$ cat src/rtl/gpio_edge_pkg.sv
package gpio_edge_pkg;
  localparam int DEF_BANKS  = 4;
  localparam int DEF_BANK_W = 32;
  // wake-capable pins, bank 0 in the low word
  localparam logic [DEF_BANKS*DEF_BANK_W-1:0] DEF_WAKE_MASK =
    {32'h0012007F, 32'hEC080000, 32'h002001FC, 32'h8003FE1B};
endpackage

$ cat src/rtl/gpio_edge_bank.sv
module gpio_edge_bank #(
  parameter int          BANK_W    = 32,
  parameter logic [31:0] WAKE_BITS = '0
) (
  input  logic              clk,
  input  logic              rst,
  input  logic              sample_ok,
  input  logic [BANK_W-1:0] level,
  input  logic [BANK_W-1:0] dir,
  input  logic [BANK_W-1:0] rise_en,
  input  logic [BANK_W-1:0] fall_en,
  input  logic              clr_hit,
  input  logic [BANK_W-1:0] clr_data,
  input  logic              halted,
  output logic [BANK_W-1:0] status,
  output logic              wake_hit
);
  logic [BANK_W-1:0] prev_q;
  logic [BANK_W-1:0] status_q;
  logic [BANK_W-1:0] rose, fell, set_bits, clr_mask, wake_vec;

  always_comb begin
    rose     = ~prev_q & level;
    fell     = prev_q & ~level;
    set_bits = sample_ok ? (((rose & rise_en) | (fell & fall_en)) & ~dir) : '0;
    clr_mask = clr_hit ? clr_data : '0;
    wake_vec = (prev_q ^ level) & ~dir & WAKE_BITS[BANK_W-1:0];
    wake_hit = halted & sample_ok & (|wake_vec);
  end

  always_ff @(posedge clk) begin
    if (rst) begin
      prev_q   <= '0;
      status_q <= '0;
    end else begin
      prev_q   <= level;
      status_q <= (status_q & ~clr_mask) | set_bits;
    end
  end

  assign status = status_q;

  // a bit only falls where a clear addressed it
  a_r4_sticky: assert property (@(posedge clk) disable iff (rst)
    ((($past(status_q) & ~status_q) & ~$past(clr_mask)) == '0));
  // output pins never raise a status bit
  a_r3_outputs_ignored: assert property (@(posedge clk) disable iff (rst)
    (((status_q & ~$past(status_q)) & $past(dir)) == '0));
  // a bit only rises where the sampled level changed
  a_r1_needs_change: assert property (@(posedge clk) disable iff (rst)
    (((status_q & ~$past(status_q)) & ~($past(level) ^ $past(prev_q))) == '0));
  // an edge is never lost to a concurrent clear
  a_r5_edge_wins: assert property (@(posedge clk) disable iff (rst)
    ((($past(set_bits) & ~status_q)) == '0));
endmodule

$ cat src/rtl/gpio_irq_merge.sv
module gpio_irq_merge #(
  parameter int NUM_BANKS = 4,
  parameter int BANK_W    = 32
) (
  input  logic                        clk,
  input  logic                        rst,
  input  logic [NUM_BANKS*BANK_W-1:0] status,
  input  logic [NUM_BANKS-1:0]        wake_hits,
  output logic                        irq_pin0,
  output logic                        irq_pin1,
  output logic                        irq_shared,
  output logic                        wake_req
);
  localparam int TOT = NUM_BANKS * BANK_W;
  localparam logic [TOT-1:0] SHARED_MASK = ~(TOT'(3));

  logic any_other;
  assign any_other = |(status & SHARED_MASK);

  always_ff @(posedge clk) begin
    if (rst) begin
      irq_pin0   <= 1'b0;
      irq_pin1   <= 1'b0;
      irq_shared <= 1'b0;
      wake_req   <= 1'b0;
    end else begin
      irq_pin0   <= status[0];
      irq_pin1   <= status[1];
      irq_shared <= any_other;
      wake_req   <= |wake_hits;
    end
  end

  // dedicated lines follow their status bits one clock later
  a_r6_pin0_follows: assert property (@(posedge clk) disable iff (rst)
    ($past(status[0]) |-> irq_pin0));
  a_r6_pin1_follows: assert property (@(posedge clk) disable iff (rst)
    ($past(status[1]) |-> irq_pin1));
  // shared line needs some other status bit
  a_r7_shared_source: assert property (@(posedge clk) disable iff (rst)
    (irq_shared |-> $past(any_other)));
endmodule

$ cat src/rtl/gpio_edge_irq.sv
module gpio_edge_irq
  import gpio_edge_pkg::*;
#(
  parameter int NUM_BANKS = DEF_BANKS,
  parameter int BANK_W    = DEF_BANK_W,
  parameter logic [NUM_BANKS*BANK_W-1:0] WAKE_MASK = DEF_WAKE_MASK,
  localparam int BIDX_W = (NUM_BANKS > 1) ? $clog2(NUM_BANKS) : 1,
  localparam int TOT    = NUM_BANKS * BANK_W
) (
  input  logic              clk,
  input  logic              rst,
  input  logic [TOT-1:0]    pin_level,
  input  logic [TOT-1:0]    pin_dir,
  input  logic [TOT-1:0]    rise_en,
  input  logic [TOT-1:0]    fall_en,
  input  logic              clr_we,
  input  logic [BIDX_W-1:0] clr_bank,
  input  logic [BANK_W-1:0] clr_data,
  input  logic              halted,
  output logic [TOT-1:0]    status,
  output logic              irq_pin0,
  output logic              irq_pin1,
  output logic              irq_shared,
  output logic              wake_req
);
  logic                 sample_ok_q;
  logic [NUM_BANKS-1:0] wake_hits;

  always_ff @(posedge clk) begin
    if (rst) sample_ok_q <= 1'b0;
    else     sample_ok_q <= 1'b1;
  end

  for (genvar b = 0; b < NUM_BANKS; b++) begin : g_bank
    logic clr_hit;
    assign clr_hit = clr_we && (clr_bank == BIDX_W'(b));
    gpio_edge_bank #(
      .BANK_W   (BANK_W),
      .WAKE_BITS(32'(WAKE_MASK[b*BANK_W +: BANK_W]))
    ) u_bank (
      .clk      (clk),
      .rst      (rst),
      .sample_ok(sample_ok_q),
      .level    (pin_level[b*BANK_W +: BANK_W]),
      .dir      (pin_dir[b*BANK_W +: BANK_W]),
      .rise_en  (rise_en[b*BANK_W +: BANK_W]),
      .fall_en  (fall_en[b*BANK_W +: BANK_W]),
      .clr_hit  (clr_hit),
      .clr_data (clr_data),
      .halted   (halted),
      .status   (status[b*BANK_W +: BANK_W]),
      .wake_hit (wake_hits[b])
    );
  end

  gpio_irq_merge #(
    .NUM_BANKS(NUM_BANKS),
    .BANK_W   (BANK_W)
  ) u_merge (
    .clk       (clk),
    .rst       (rst),
    .status    (status),
    .wake_hits (wake_hits),
    .irq_pin0  (irq_pin0),
    .irq_pin1  (irq_pin1),
    .irq_shared(irq_shared),
    .wake_req  (wake_req)
  );

  // the first sample after reset changes nothing
  a_r10_first_sample_quiet: assert property (@(posedge clk) disable iff (rst)
    (!sample_ok_q |=> ($stable(status) && !wake_req)));
  // wake only while halted
  a_r9_wake_needs_halt: assert property (@(posedge clk) disable iff (rst)
    (wake_req |-> $past(halted)));
endmodule

$ cat config.mk
export PLATFORM = sky130hd
export DESIGN_NAME = gpio_edge_irq
export DESIGN_NICKNAME = d
export VERILOG_FILES = /design/src/rtl/gpio_edge_pkg.sv /design/src/rtl/gpio_edge_bank.sv /design/src/rtl/gpio_irq_merge.sv /design/src/rtl/gpio_edge_irq.sv
export SDC_FILE = /design/constraint.sdc
export NUM_CORES = 1
export LEC_CHECK = 0
export BUFFER_PORTS_ARGS = -buffer_cell sky130_fd_sc_hd__buf_4
export CORE_AREA = 2 2 269 271
export DETAILED_ROUTE_END_ITERATION = 16
export DIE_AREA = 0 0 271 273
export MAX_ROUTING_LAYER = met4
export PLACE_DENSITY = 0.4
export SLEW_MARGIN = 0
export SYNTH_ARGS = -nofsm -noshare
export SYNTH_HDL_FRONTEND = slang
export SYNTH_SLANG_ARGS = --single-unit
export TNS_END_PERCENT = 1
$ cat constraint.sdc
create_clock -name clk -period 1.9 [get_ports clk]
set_input_delay 0.19 -clock clk [delete_from_list [all_inputs] [get_ports clk]]
set_output_delay 0.19 -clock clk [all_outputs]
set_load 0.01 [all_outputs]
## Word level (Yosys, flattened, before mapping)

Cells that the tools add are included.
Widths: inputs -> output; s select.

| cells by class | value |
|---|---|
| eq/ne operators | 3 |
| mux-type cells | 9 |
| bitwise gates (word level) | 61 |
| reductions and logical operators | 11 |

Operators by type and width:

| cell | number |
|---|---|
| $and 32x32->32 | 26 |
| $not 32->32 | 16 |
| $mux 32 | 8 |
| $or 32x32->32 | 8 |
| $reduce_or 126->1 | 1 |
| $xor 32x32->32 | 2 |
| $and 22x22->22 | 1 |
| $xor 22x22->22 | 1 |
| $and 21x21->21 | 1 |
| $xor 21x21->21 | 1 |
| $reduce_or 14->1 | 1 |
| $reduce_or 9->1 | 1 |
| $reduce_or 8->1 | 1 |
| $reduce_or 6->1 | 1 |
| $and 1x1->1 | 5 |
| $eq 2x2->1 const B | 2 |
| $logic_and 1x1->1 | 4 |
| $reduce_or 4->1 | 1 |
| $eq 2x1->1 const B | 1 |
| $logic_not 2->1 | 1 |
| $mux 1 | 1 |

| word-level totals | value |
|---|---|
| flip-flop bits (word level) | 261 |
| input port bits | 550 |
| output and inout bits | 132 |

## Logic depth before layout (Yosys ltp)

Gate-level depths: netlist (run 1).

| depth | value |
|---|---|
| depth in word-level cells | 7 |
| mapped depth | 6 |
| depth with buffers taken out | 6 |

## Hierarchy

A second synthesis (run 1) with hierarchy kept.

| unflattened totals | value |
|---|---|
| cells, all modules | 1414 |
| area total of the unflattened synthesis | 12824.8 sq um |

By module, submodules not included:

| module | times used | cells each | area each (sq um) |
|---|---|---|---|
| gpio_edge_bank (g_bank[1].u_bank) | 1 | 336 | 3176.8 |
| gpio_edge_bank (g_bank[2].u_bank) | 1 | 327 | 3144.3 |
| gpio_edge_bank (g_bank[0].u_bank) | 1 | 356 | 3103.0 |
| gpio_edge_bank (g_bank[3].u_bank) | 1 | 338 | 2965.3 |
| gpio_irq_merge | 1 | 51 | 374.1 |
| gpio_edge_irq | 1 | 6 | 61.3 |

## Worst setup path after synthesis (run 1)

No wires, ideal clock.

| timing path | value |
|---|---|
| path kind | register -> register |
| from | reg g_bank[2].u_bank.prev_q[30] |
| to | reg u_merge.wake_req |
| library setup time | 0.118 ns |
| arrival time | 1.179 ns |
| setup slack | 0.604 ns |
| cell stages (with the launch flop) | 6 |
| path buffers | 0 |
| path through | dfxtp_1 > ha_1 > o22ai_1 > nor4_1 > nand3_1 > o2111a_1 |

| between the ends | value |
|---|---|
| word-level cells in the longest chain between the ends | 5 |

RTL lines:

| element | RTL line | RTL |
|---|---|---|
| start: declaration | gpio_edge_bank.sv:18 | `logic [BANK_W-1:0] prev_q;` |
| start signal: assignment | gpio_edge_bank.sv:36 | `prev_q <= level;` |
| $xor 32x32->32 | gpio_edge_bank.sv:27 | `wake_vec = (prev_q ^ level) & ~dir & WAKE_BITS[BANK_W-1:0];` |
| $and 32x32->32 | gpio_edge_bank.sv:27 |  |
| $reduce_or 6->1 | gpio_edge_bank.sv:28 | `wake_hit = halted & sample_ok & (\|wake_vec);` |
| $and 1x1->1 | gpio_edge_bank.sv:28 |  |
| $reduce_or 4->1 | gpio_irq_merge.sv:30 | `wake_req <= \|wake_hits;` |
| end signal: assignment | gpio_irq_merge.sv:30 |  |
| end: declaration | gpio_irq_merge.sv:12 | `output logic wake_req` |

Every way passes these cells.
A chain may end at the register's enable or synchronous reset.

## Worst setup path in the final report (run 1)

| timing path | value |
|---|---|
| from | in pin_level[96] |
| to | reg g_bank[3].u_bank.status_q[0] |

| between the ends | value |
|---|---|
| word-level cells in the longest chain between the ends | 7 |
| elaborated cells on any way between the ends | 9 |
| those cells by class | 1 x mux; 8 x bitwise |

RTL lines:

| element | RTL line | RTL |
|---|---|---|
| start: declaration | gpio_edge_irq.sv:12 | `input logic [TOT-1:0] pin_level,` |
| $not 32->32 | gpio_edge_bank.sv:24 | `fell = prev_q & ~level;` |
| $and 32x32->32 | gpio_edge_bank.sv:24 |  |
| $and 32x32->32 | gpio_edge_bank.sv:25 | `set_bits = sample_ok ? (((rose & rise_en) \| (fell & fall_en)) & ~dir) : '0;` |
| $or 32x32->32 * | gpio_edge_bank.sv:25 |  |
| $and 32x32->32 * | gpio_edge_bank.sv:25 |  |
| $mux 32 * | gpio_edge_bank.sv:25 |  |
| $or 32x32->32 * | gpio_edge_bank.sv:37 | `status_q <= (status_q & ~clr_mask) \| set_bits;` |
| end signal: assignment | gpio_edge_bank.sv:37 |  |
| end: declaration | gpio_edge_bank.sv:19 | `logic [BANK_W-1:0] status_q;` |

Mark *: on every way between the ends. The rest lies on a longest branch, timed or not.

==> flow_results.org, run 1 <==
** Status
- The run finished with clean final reports.

** Yosys
- Average cell area after synthesis :: 8.24 um2
- Post-synth top area cell :: dfxtp_1
- Share of the yosys chip area belonging to registers :: 0.425
- In this run, synthesis inferred 0 flip-flops with an integrated enable.
- Count leader, synth :: dfxtp_1
- Synthesized instance count :: 1,493
- Netlist area before placement :: approximately 12,000 um2
- In the synthesized netlist the async set-or-reset flop fraction comes to 0.
- By count the netlist is led by dfxtp_1 (261), nand2_1 (223), nor2_1 (167).
- Library cells used by synthesis :: 28
- The Yosys step of the flow raised 0 warnings.
- Ranked by total cell area, the synthesized netlist is headed by dfxtp_1 (42%), ha_1 (7.5%), nand2_1 (6.8%), a32oi_1 (6.5%), nand3b_1 (5.5%).
- Post-synth net total :: 2,117
- Top-area cell type share of the netlist area :: 0.425
- Among all flip-flop cells after synthesis, the most frequent one is dfxtp_1.
- #FFs+latches synth :: about 260

** Timing
- Setup violations remaining at the end of the flow were counted as 0.
- Crit path time final :: 1.81 ns
- Worst hold-check slack :: 0.0256 ns
- Unrepaired setup endpoints after global routing :: no
- The worst pin sits at a relative slew slack of 0.382.
- The max-slew violation count is 0.
- On the final layout, the worst clock skew is 0.0309 ns.
- Share of the cycle needed by the critical path after routing :: 0.954
- Max Fclk :: 0.552 GHz
- Transition time at the pin with the least slew margin :: 0.924 ns
- The number of endpoints with negative hold slack in the final report is 0.

** Layout
- Final instance count without filler cells :: 3,479
- Area growth syn-to-layout :: 86.0%
- The final layout contains a little over 3,000 nets.
- Of the cells placed in the final design, the portion with a size suffix greater than 1 is 0.326.
- Design area :: about 23,000 um2
- Final Util :: 0.322

** Global route
- The number of antenna violations at the first check in global routing is 11.
- The first global-routing pass estimated 107,000 um of wire.
- Overflow left after global routing :: 0
- Vias in the first global route :: 15,300
- GRT Util Overall :: 0.207
- Entering global routing, the biggest net connects 54 pins.

** Worst setup path
- Category of the most critical setup path :: in2reg
- Nature of the critical path endpoint :: register
- Maximum net fanout on the critical path :: 2
- R2R setup slack :: 0.12 ns
- For the worst setup path, the data required time is about 2.4 ns.
- The worst setup path is launched from a primary input.
- The slowest stage of the critical path is the nor3b_1 cell.
- Grouping stages by cell kind, the critical path spends the most delay in buffers and inverters.
- Cell breakdown of the critical path :: dlygate4sd3_1 -> buf_4 -> inv_1 -> ha_1 -> a22oi_1 -> nor3b_1 -> buf_4 -> a21oi_1 -> nor2_1
- Data on the critical path arrives at its endpoint at 2.30 ns.
- Largest stage delay, worst path :: between 0.7 and 0.8 ns
- Number of buffers and inverters on the critical path :: 4
- In this design, the critical path's most frequently occurring cell is buf_4.

** Clock tree
- Number of buffers on the longest clock path :: 3
- Num CTS Buffers :: 37
- Clock tree from TritonCTS :: built
- Clock-pin slew was measured on the worst setup and hold paths at 0.05 ns.
- Clock Sink Count :: 261
- Root Buffer Master :: clkbuf_16
- The later pin in the worst-skew pair is clocked with a latency of 0.56 ns.
- Count of H-tree levels built during CTS :: 2

** Floorplanning
- The total area inside the core boundary comes to a little over 70,000 um2.
- DIE WIDTH :: approximately 270 um
- Row generation in the floorplan step produced 98 rows.
- The die covers 74,000 um2.
- The initial utilization of the core area, before any placement, comes to 0.173.
- I/O pin count :: 682
- Die Height :: 273 um

** Placed design
- Post-Place Cell Area :: 19,000 um2
- IO Port Bufs :: roughly 680
- The HPWL after detailed placement is 62,900 um.
- Once placement completed, the tool counted placed cells totaling between 3,000 and 4,000.
- At the end of routability-driven placement, the weighted congestion stood at 0.936.

** Routing
- Iter 0 DRT Violations :: 578
- Dividing the detail-routed wire length by the instance count gives 22.4 um.
- Router iterations before antenna repair :: 5
- Using the TritonRoute via totals, the vias-per-cell ratio works out to ~4.2.
- The final layout contains routed wiring with a total length of 77,800 um.
- ANT nets after route :: 0
- In the routed design, unresolved DRC markers number 0.
- Count of vias placed by the detailed router :: 14,600

** Pwr
- In this run the static leakage power is 10.4 nW.
- Pwr Density :: between 700 and 800 nW/um2
- PnR Total Power :: ~0.016 W
- IR analysis of the VDD net gives a maximum drop of roughly 0.50 mV.

** Hold path
- In this run the worst hold path is classified as in2reg.

** Job
- Across the run, the number of max-cap violations was 0.
-- power breakdown --
| group | switching (W) | total [W] | internal (W) |
|---|---|---|---|
| logic | 0.00145 | 0.00324 | 0.00179 |
| registers | 0.000167 | 0.00590 | 0.00573 |
| clock network | 0.00278 | 0.00708 | 0.00429 |
-- area by class of cell --
cell class / instances / area, um2
well taps: 950 / 1190
multi-input cells: 1009 / 6130
repair buffers: 1020 / 8470
diodes: 7 / 17.5
inverters: 166 / 623
fillers: 7610 / 48100
clock buffers: 56 / 1110
clock inverters: 10 / 104
flip-flops and latches: 261 / 5230
-- worst reg2reg max path, cell delays in order (launching register included) --
cell and delay (ns):
dfxtp_1 0.37, nor4_1 0.38, nand4_1 0.41, nor4_4 0.39
a21oi_1 0.11
-- path summary, 6_finish.rpt --
| path | start | to | cells past startpoint |
|---|---|---|---|
| setup / recovery | pin_level[96] | g_bank[3].u_bank.status[0] | 9 |
| hold reg to reg | g_bank[0].u_bank.status[0] | u_merge.irq_pin0 | 1 |
| hold / removal | clr_data[4] | g_bank[0].u_bank.status[4] | 4 |
| setup reg to reg | g_bank[1].u_bank.status[15] | u_merge.irq_shared | 4 |
-- layout by cell type, fill, tap and decap left out, types with 2 or more instances in the layout --
cell type	synthesis	routed
buf_4	1	744
dlygate4sd3_1	0	262
dfxtp_1	261	260
nand2_1	223	223
nor2_1	167	167
inv_1	166	166
nor2b_1	93	93
a32oi_1	91	91
nand3b_1	90	90
o21ai_0	90	90
ha_1	74	74
clkbuf_16	0	39
a22oi_1	37	37
a21oi_1	36	36
nor3b_1	35	35
nor4_1	36	32
o22ai_1	19	19
buf_12	0	12
clkbuf_1	18	10
nand4_1	8	8
diode_2	0	7
clkinv_2	0	7
clkbuf_8	0	7
nor4_2	0	3
and3b_2	0	2
nand3_1	2	2
o31ai_1	2	2
bufinv_16	0	2
-- cells by family (layout without fill, tap and decap cells) --
kind of cell               count (synthesis)  count (layout)  share of synthesized area
other                                      0               7                          0
DFF                                      261             261                      0.425
adders and majority gates                 74              74                     0.0753
AOI/OAI and AO/OA                        276             276                      0.150
buffers and inverters                    223            1252                     0.0798
and+or+nand+nor                          659             659                      0.270
-- state kept, by name, indices dropped and copies added, names as in the netlist --
| name | flops |
|---|---|
| g_bank.u_bank.prev_q | 128 |
| g_bank.u_bank.status | 128 |
| sample_ok_q | 1 |
| u_merge.irq_pin0 | 1 |
| u_merge.irq_pin1 | 1 |
| u_merge.irq_shared | 1 |
| u_merge.wake_req | 1 |
-- what timing repair did --
action | in CTS | in global routing
endpoints found under the hold margin | 233 | 0
endpoints found under the setup margin | 1 | 10
pin swaps | 0 | 1
gates resized for setup | 2 | 3
hold buffers | 262 | 0
setup buffers | 0 | 3
-- metrics by stage --
step                TNS (ns)  setup slack, ns
floorplan                  0            0.604
global placement      -0.114           -0.114
detailed placement    -0.102           -0.102
CTS                        0           0.0129
global route               0           0.0239
finish                     0           0.0869
-- layer usage --
| layer | wire length (um) | global-route usage |
|---|---|---|
| met2 | 38100 | 0.353 |
| met4 | 2510 | 0.0663 |
| met3 | 5640 | 0.0589 |
| met5 | 0 | - |
| met1 | 31600 | 0.233 |
No activity file was read; power rests on OpenSTA's default activity.
==> run 2, diff against run 1 <==
==> constraint.sdc (replaced) <==
create_clock -name clk -period 1.9 [get_ports clk]
set_input_delay 0.095 -clock clk [delete_from_list [all_inputs] [get_ports clk]]
set_output_delay 0.095 -clock clk [all_outputs]
set_load 0.01 [all_outputs]
==> run 2 against run 1 <==
Via count is 3.7% higher. Largest cell class unchanged. Highest routed layer unchanged. First-iteration DRC count increased by 3.5%. Design area grew 4.9%.
==> flow_results.org, run 2 (synthesized netlist as in run 1, its figures left out) <==
** Status
- The flow ran to the end, and the final reports show no timing, DRC or antenna violations.

** Worst setup path
- R2R depth :: 5 (+1)
- Crit path required time :: 2.40 ns (+0.02 ns)
- The critical path ends at g_bank[1].u_bank.status[15].
- The register-to-register setup slack came to 0.06 ns (-0.06 ns).
- STA classifies the critical path startpoint as a register.
- The worst setup path is captured at a register.
- The setup path with the least slack is of type reg2reg.
- The critical path arrival is 2.34 ns (+0.04 ns).
- Tracing the worst setup path back leads to its startpoint at g_bank[1].u_bank.prev_q[15].
- In this run the critical register-to-register path is launched from g_bank[1].u_bank.prev_q[15].
- The highest fanout seen on the critical path came to 2 (unchanged).
- In this run the critical register-to-register path is captured at g_bank[1].u_bank.status[15].

** Clock tree
- Number of buffers on the longest clock path :: 3 (unchanged)
- The clock-pin transition on the worst setup and hold timing paths was 0.06 ns (about the same).
- Num CTS Buffers :: 37 (unchanged)
- TritonCTS built the clock tree.
- The H-tree level count came to 2 (unchanged).
- Clock Latency Late Sink :: 0.56 ns (about the same)
- Root Buffer Master :: clkbuf_16
- The number of clock sinks seen by CTS is 261 (unchanged).
- Total setup buffers inserted after CTS :: 0 (unchanged)

** Pwr
- Pwr Density :: 718 nW/um2 (+1.4%)
- The leakage component of the power came to 10.6 nW (+2.6%).
- The overall power of the completed layout was 0.0172 W (+6.4%).
- IR Drop Worst-Case VDD :: 0.447 mV (-11%)

** Floorplanning
- The height of the die came to 273 um (unchanged).
- Starting utilization of the core area :: 0.173 (unchanged)
- The placeable core area was 71,000 um2 (unchanged).
- The top-level I/O count was 682 (unchanged).
- Std cell rows :: 98 (unchanged)
- The overall die area came to 74,000 um2 (unchanged).
- DIE WIDTH :: 271 um (unchanged)

** Timing
- The post-route minimum period came to 1.84 ns (+0.0259 ns).
- The number of endpoints with negative hold slack in the final report came to 0 (unchanged).
- The max-slew violation count came to 0 (unchanged).
- The sum of negative setup slack was 0 ns (unchanged).
- The highest clock frequency the design can meet is 0.544 GHz (-1.4%).
- Worst slew slack as a fraction of its limit :: 0.451 (+0.0682)
- Setup repair after global routing could not meet its margin everywhere.
- Final setup skew :: 0.0213 ns (-0.00965 ns)
- The final worst-path setup slack was 0.0610 ns (-0.0259 ns).
- Transition time at the pin with the least slew margin :: 0.822 ns (-0.102 ns)
- The portion of the clock cycle consumed by the worst path in the final layout is 0.968 (+0.0136).
- The number of failing setup endpoints in the final timing report was 0 (unchanged).

** Global route
- The maximum number of pins on one net before global-route repair was 62 (+15%).
- Overflow left after global routing :: 0 (unchanged)
- The first-pass GRT wire length was 111,000 um (+3.5%).
- GRT Util Overall :: 0.213 (+0.00627)
- Antenna violations before repair :: 9 (-2)
- The number of global-route vias before repair was 16,200 (+6.3%).

** Routing
- The mean number of vias per cell was 4.23 (+0.88%).
- Iter 0 DRT Violations :: 598 (+3.5%)
- The routed wire length is 79,400 um (+2.1%).
- The number of remaining DRC errors was 0 (unchanged).
- ANT nets after route :: 0 (unchanged)
- Router iterations before antenna repair :: 5 (unchanged)
- The via total after detailed routing is 15,100 (+3.7%).
- The routed length per instance was 22.2 um (-0.74%).

** Job
- Max-cap violations :: 0 (unchanged)

** Hold path
- The path class of the tightest hold or removal check is in2reg.

** Placed design
- Placer congestion estimate :: 0.914 (-2.3%)
- The sum of net half-perimeters after detailed placement came to 63,300 um (+0.64%).
- Setup Slack @ Placement :: -0.373 ns (-0.271 ns)
- The count of input and output buffers is 681 (unchanged).

** Layout
- The share of final-layout standard cells stronger than drive strength 1 came to 0.312 (-0.0140).
- Most frequent cells in the layout :: buf_4 (736), dlygate4sd3_1 (370), dfxtp_1 (260)
- The post-layout utilization of the core is 0.338 (+0.0159).
- The number of nets at the end of the flow is 3,216 (+3.1%).
- Area growth syn-to-layout :: 95.2%
- Leaving out fill and tap cells, the most frequent cell in the layout is buf_4.
==> run 2: cell count changes in the layout (fill, tap and decap cells not counted), sizes merged <==
| cell | before | now |
|---|---|---|
| clkbuf | 56 | 54 |
| clkinv | 7 | 4 |
| bufinv | 2 | 7 |
| buf | 758 | 747 |
| diode | 7 | 8 |
| dlygate4sd3 | 262 | 370 |
==> run 2: what timing repair did <==
item,CTS,global route
hold endpoints to repair,259,0
gates resized for setup,3,6
hold buffers,370,0
endpoints found under the setup margin,1,6
pin swaps,0,1
==> run 2: per-stage QoR <==
step | hold slack, ns | area (um2) | instances
final | 0.0479 | 24000 | 3577
after global routing | 0.0658 | 24000 | 3577
after CTS | 0.0111 | 24000 | 3569
after detailed placement | 0.316 | 18900 | 3133
after global placement | 0.308 | 18900 | 3133
after floorplan | 0.200 | 12300 | 1493
==> run 2: worst min path at each step <==
stage	from	to	slack (ns)	cells past startpoint
finish	pin_dir[15]	g_bank[0].u_bank.status[15]	0.05	5
CTS	pin_dir[94]	g_bank[2].u_bank.status[30]	0.01	5
global placement	pin_dir[1]	g_bank[0].u_bank.status[1]	0.31	2
detailed placement	pin_dir[1]	g_bank[0].u_bank.status[1]	0.32	2
floorplan	pin_dir[0]	g_bank[0].u_bank.status[0]	0.20	1
global route	pin_dir[102]	g_bank[3].u_bank.status[6]	0.07	5
==> run 2: metal layers <==
metal	global-route usage	vias up	share of wire
met4	0.0486	0	0.021
met2	0.378	491	0.50
met3	0.0503	81	0.063
met1	0.243	7233	0.41
met5	-	-	0
li1	-	7318	-
==> run 2: area by class of cell <==
type,instances,area [um2]
inverter,166,623
tap,950,1190
fill,7556,47000
multi-input combinational,1009,6140
sequential,261,5230
antenna,8,20.0
clock inverter,12,262
timing repair buffer,1117,9440
clock buffer,54,1100
==> run 2: worst max-delay path: stages, from the launching register on <==
cell           delay, ns
dfxtp_1             0.32
nand2_1             0.04
o21ai_0             0.56
a32oi_1             0.19
dlygate4sd3_1       0.59
nor2_1              0.08
==> run 2: where the power goes <==
part | switching (W) | internal [W]
clock network | 0.00296 | 0.00497
registers | 0.000161 | 0.00573
logic | 0.00149 | 0.00193
total | 0.00461 | 0.0126
==> run 3, diff against run 2 <==
ABC_CLOCK_PERIOD_IN_PS = 1900   (was not set)
RECOVER_POWER = 25   (was not set)
SLEW_MARGIN = 20   (was 0)
==> run 3 against run 2 <==
Sequential power hardly changed. Combinational power about the same. Routed wire length is essentially flat. Flip-flop and latch count stayed put. Largest cell class unchanged. Highest routed layer unchanged.
==> flow_results.org, run 3 (synthesized netlist as in run 1, its figures left out) <==
** Status
- The run finished with clean final reports.

** Worst setup path
- First element of the critical path :: g_bank[1].u_bank.prev_q[15]
- Largest stage delay, worst path :: 0.59 ns (about the same)
- The buffer and inverter count on the worst path was 1 (unchanged).
- The most critical setup path has its endpoint at g_bank[1].u_bank.status[15].
- Reg2Reg Capture Point :: g_bank[1].u_bank.status[15]
- Category of the most critical setup path :: reg2reg
- Top delay family on crit path :: compound AO/OA/AOI/OAI gates
- The register-to-register setup slack came to 0.07 ns (about the same).
- STA classifies the critical path endpoint as a register.
- The critical path arrival is 2.34 ns (about the same).
- R2R depth :: 5 (unchanged)
- The worst setup path is launched from a register.
- Number of stages on the worst setup path :: 5 (unchanged)
- The highest fanout seen on the critical path came to 2 (unchanged).
- RR Startpoint :: g_bank[1].u_bank.prev_q[15]
- Cell breakdown of the critical path :: nand2_1 -> o21ai_0 -> a32oi_1 -> dlygate4sd3_1 -> nor2_1
- Crit path required time :: 2.40 ns (about the same)
- Critical path's slowest cell :: dlygate4sd3_1

** Clock tree
- Root Buffer Master :: clkbuf_16
- The number of clock sinks seen by CTS was 261 (unchanged).
- Clock tree from TritonCTS :: built
- Clock slew seen by the registers of the worst setup and hold paths :: 0.06 ns (about the same)
- The H-tree level count is 2 (unchanged).
- The maximum number of buffers from clock root to sink came to 3 (unchanged).
- The clock latency reported for the late side of the worst-skew pair was 0.56 ns (about the same).
- Num CTS Buffers :: 37 (unchanged)

** Routing
- The mean number of vias per cell came to 4.23 (+0.11%).
- DRC viols :: 0 (unchanged)
- The number of routed nets with antenna violations is 0 (unchanged).
- The via total after detailed routing is 15,100 (+0.11%).
- The routed wire length came to 79,400 um (about the same).
- The number of optimization iterations in the first detailed-route pass was 5 (unchanged).
- Drt wl/cell :: 22.2 um (about the same)
- Iter 0 DRT Violations :: 587 (-1.8%)

** Placed design
- Detailed-placement wirelength estimate :: 63,300 um (unchanged)
- The placer's final routability congestion estimate was 0.914 (unchanged).
- The count of input and output buffers was 681 (unchanged).
- Setup Slack @ Placement :: -0.373 ns (unchanged)

** Timing
- The transition time at the pin with the least slew margin came to 0.822 ns (-0.00000113 ns).
- The portion of the clock cycle consumed by the worst path in the final layout came to 0.966 (-0.00233).
- Number of failing setup endpoints in the final timing report :: 0 (unchanged)
- The max-slew violation count is 0 (unchanged).
- The post-route minimum period came to 1.83 ns (-0.00442 ns).
- The final clock skew was 0.0214 ns (+0.0000987 ns).
- The number of endpoints with negative hold slack in the final report is 0 (unchanged).
- Max Fclk :: 0.545 GHz (+0.24%)
- The final worst-path setup slack is 0.0654 ns (+0.00442 ns).
- The relative slew slack came to 0.451 (about the same).
- Setup repair after global routing could not meet its margin everywhere.
- Summed negative setup slack over all endpoints :: 0 ns (unchanged)

** Floorplanning
- The placeable core area is 71,000 um2 (unchanged).
- The overall die area is 74,000 um2 (unchanged).
- Std cell rows :: 98 (unchanged)
- DIE WIDTH :: 271 um (unchanged)
- I/O pin count :: 682 (unchanged)
- Die Height :: 273 um (unchanged)
- The effective utilization at floorplan is 0.173 (unchanged).

** Global route
- Vias in the first global route :: 16,200 (unchanged)
- Overflow left after global routing :: 0 (unchanged)
- GRT Util Overall :: 0.213 (unchanged)
- The maximum number of pins on one net before global-route repair was 62 (unchanged).
- Wire length of the first global-routing pass :: 111,000 um (unchanged)
- The number of antenna violations at the first check in global routing came to 9 (unchanged).

** Layout
- Final Util :: 0.338 (-0.000423)
- The number of fillers in the final layout was 7,561 (+0.066%).
- Compared with the post-synthesis result, the final layout area differs by 94.9%.
- Commonest non-fill, non-tap cell in the layout :: buf_4
- The share of final-layout standard cells stronger than drive strength 1 was 0.311 (-0.00153).
- The number of nets at the end of the flow came to 3,216 (unchanged).
- Most frequent cells in the layout :: buf_4 (732), dlygate4sd3_1 (370), dfxtp_1 (260)

** Job
- The max-cap check violation count came to 0 (unchanged).

** Pwr
- The leakage component of the power was 10.6 nW (-0.21%).
- The total power density per cell area came to 719 nW/um2 (about the same).
- IR Drop Worst-Case VDD :: 0.447 mV (about the same)

** Hold path
- Worst min-delay path class :: in2reg
-- run 3: power by group --
group	switching, W	internal [W]	leakage (nW)	total, W
Clock	0.00295	0.00497	0.667	0.00793
Sequential	0.000161	0.00573	2.15	0.00589
Combinational	0.00149	0.00192	7.79	0.00341
-- run 3: layout make-up --
type	instances	area [um2]	share of cell area
diodes	8	20.0	0.000835
clock inverters	12	262	0.0109
well taps	950	1190	0.0496
inverters	166	623	0.0260
flip-flops and latches	261	5230	0.218
multi-input cells	1009	6140	0.256
repair buffers	1117	9410	0.393
clock buffers	54	1100	0.0459
-- run 3: through the flow --
stage | cell area (um2) | power (W) | std cells | hold WS, ns
2_1_floorplan | 12300 | 0.00686 | 1493 | 0.200
3_3_place_gp | 18900 | 0.00877 | 3133 | 0.308
3_5_place_dp | 18900 | 0.00880 | 3133 | 0.316
4_1_cts | 24000 | 0.0176 | 3569 | 0.0111
5_1_grt | 24000 | 0.0180 | 3577 | 0.0658
6_report | 24000 | 0.0172 | 3577 | 0.0483
-- run 3: worst min path at each step --
stage                 start                     endpoint  depth (start not counted)
2_1_floorplan    pin_dir[0]   g_bank[0].u_bank.status[0]                          1
3_3_place_gp     pin_dir[1]   g_bank[0].u_bank.status[1]                          2
3_5_place_dp     pin_dir[1]   g_bank[0].u_bank.status[1]                          2
4_1_cts         pin_dir[94]  g_bank[2].u_bank.status[30]                          5
5_1_grt        pin_dir[102]   g_bank[3].u_bank.status[6]                          5
6_report       clr_data[28]  g_bank[0].u_bank.status[28]                          5
-- run 3: worst min-delay path, cell delays in order --
cell and delay [ns]:
buf_4 0.16, nand2_1 0.07, a32oi_1 0.05, nor2_1 0.09
buf_4 0.11
-- run 3: metal layers --
| layer | wire length (um) | vias to the layer above | global-route usage | part of all wire |
|---|---|---|---|---|
| met1 | 32800 | 7238 | 0.243 | 0.41 |
| met3 | 4960 | 79 | 0.0503 | 0.062 |
| met2 | 40000 | 502 | 0.378 | 0.50 |
| met4 | 1670 | 0 | 0.0486 | 0.021 |
| met5 | 0 | - | - | 0 |
| li1 | - | 7320 | - | - |
-- run 3: timing repair --
action | in CTS | in global routing
hold buffers | 370 | 0
hold endpoints to repair | 259 | 0
resized for setup | 3 | 6
setup buffers | 0 | 0
endpoints found under the setup margin | 1 | 6
pin swaps | 0 | 1
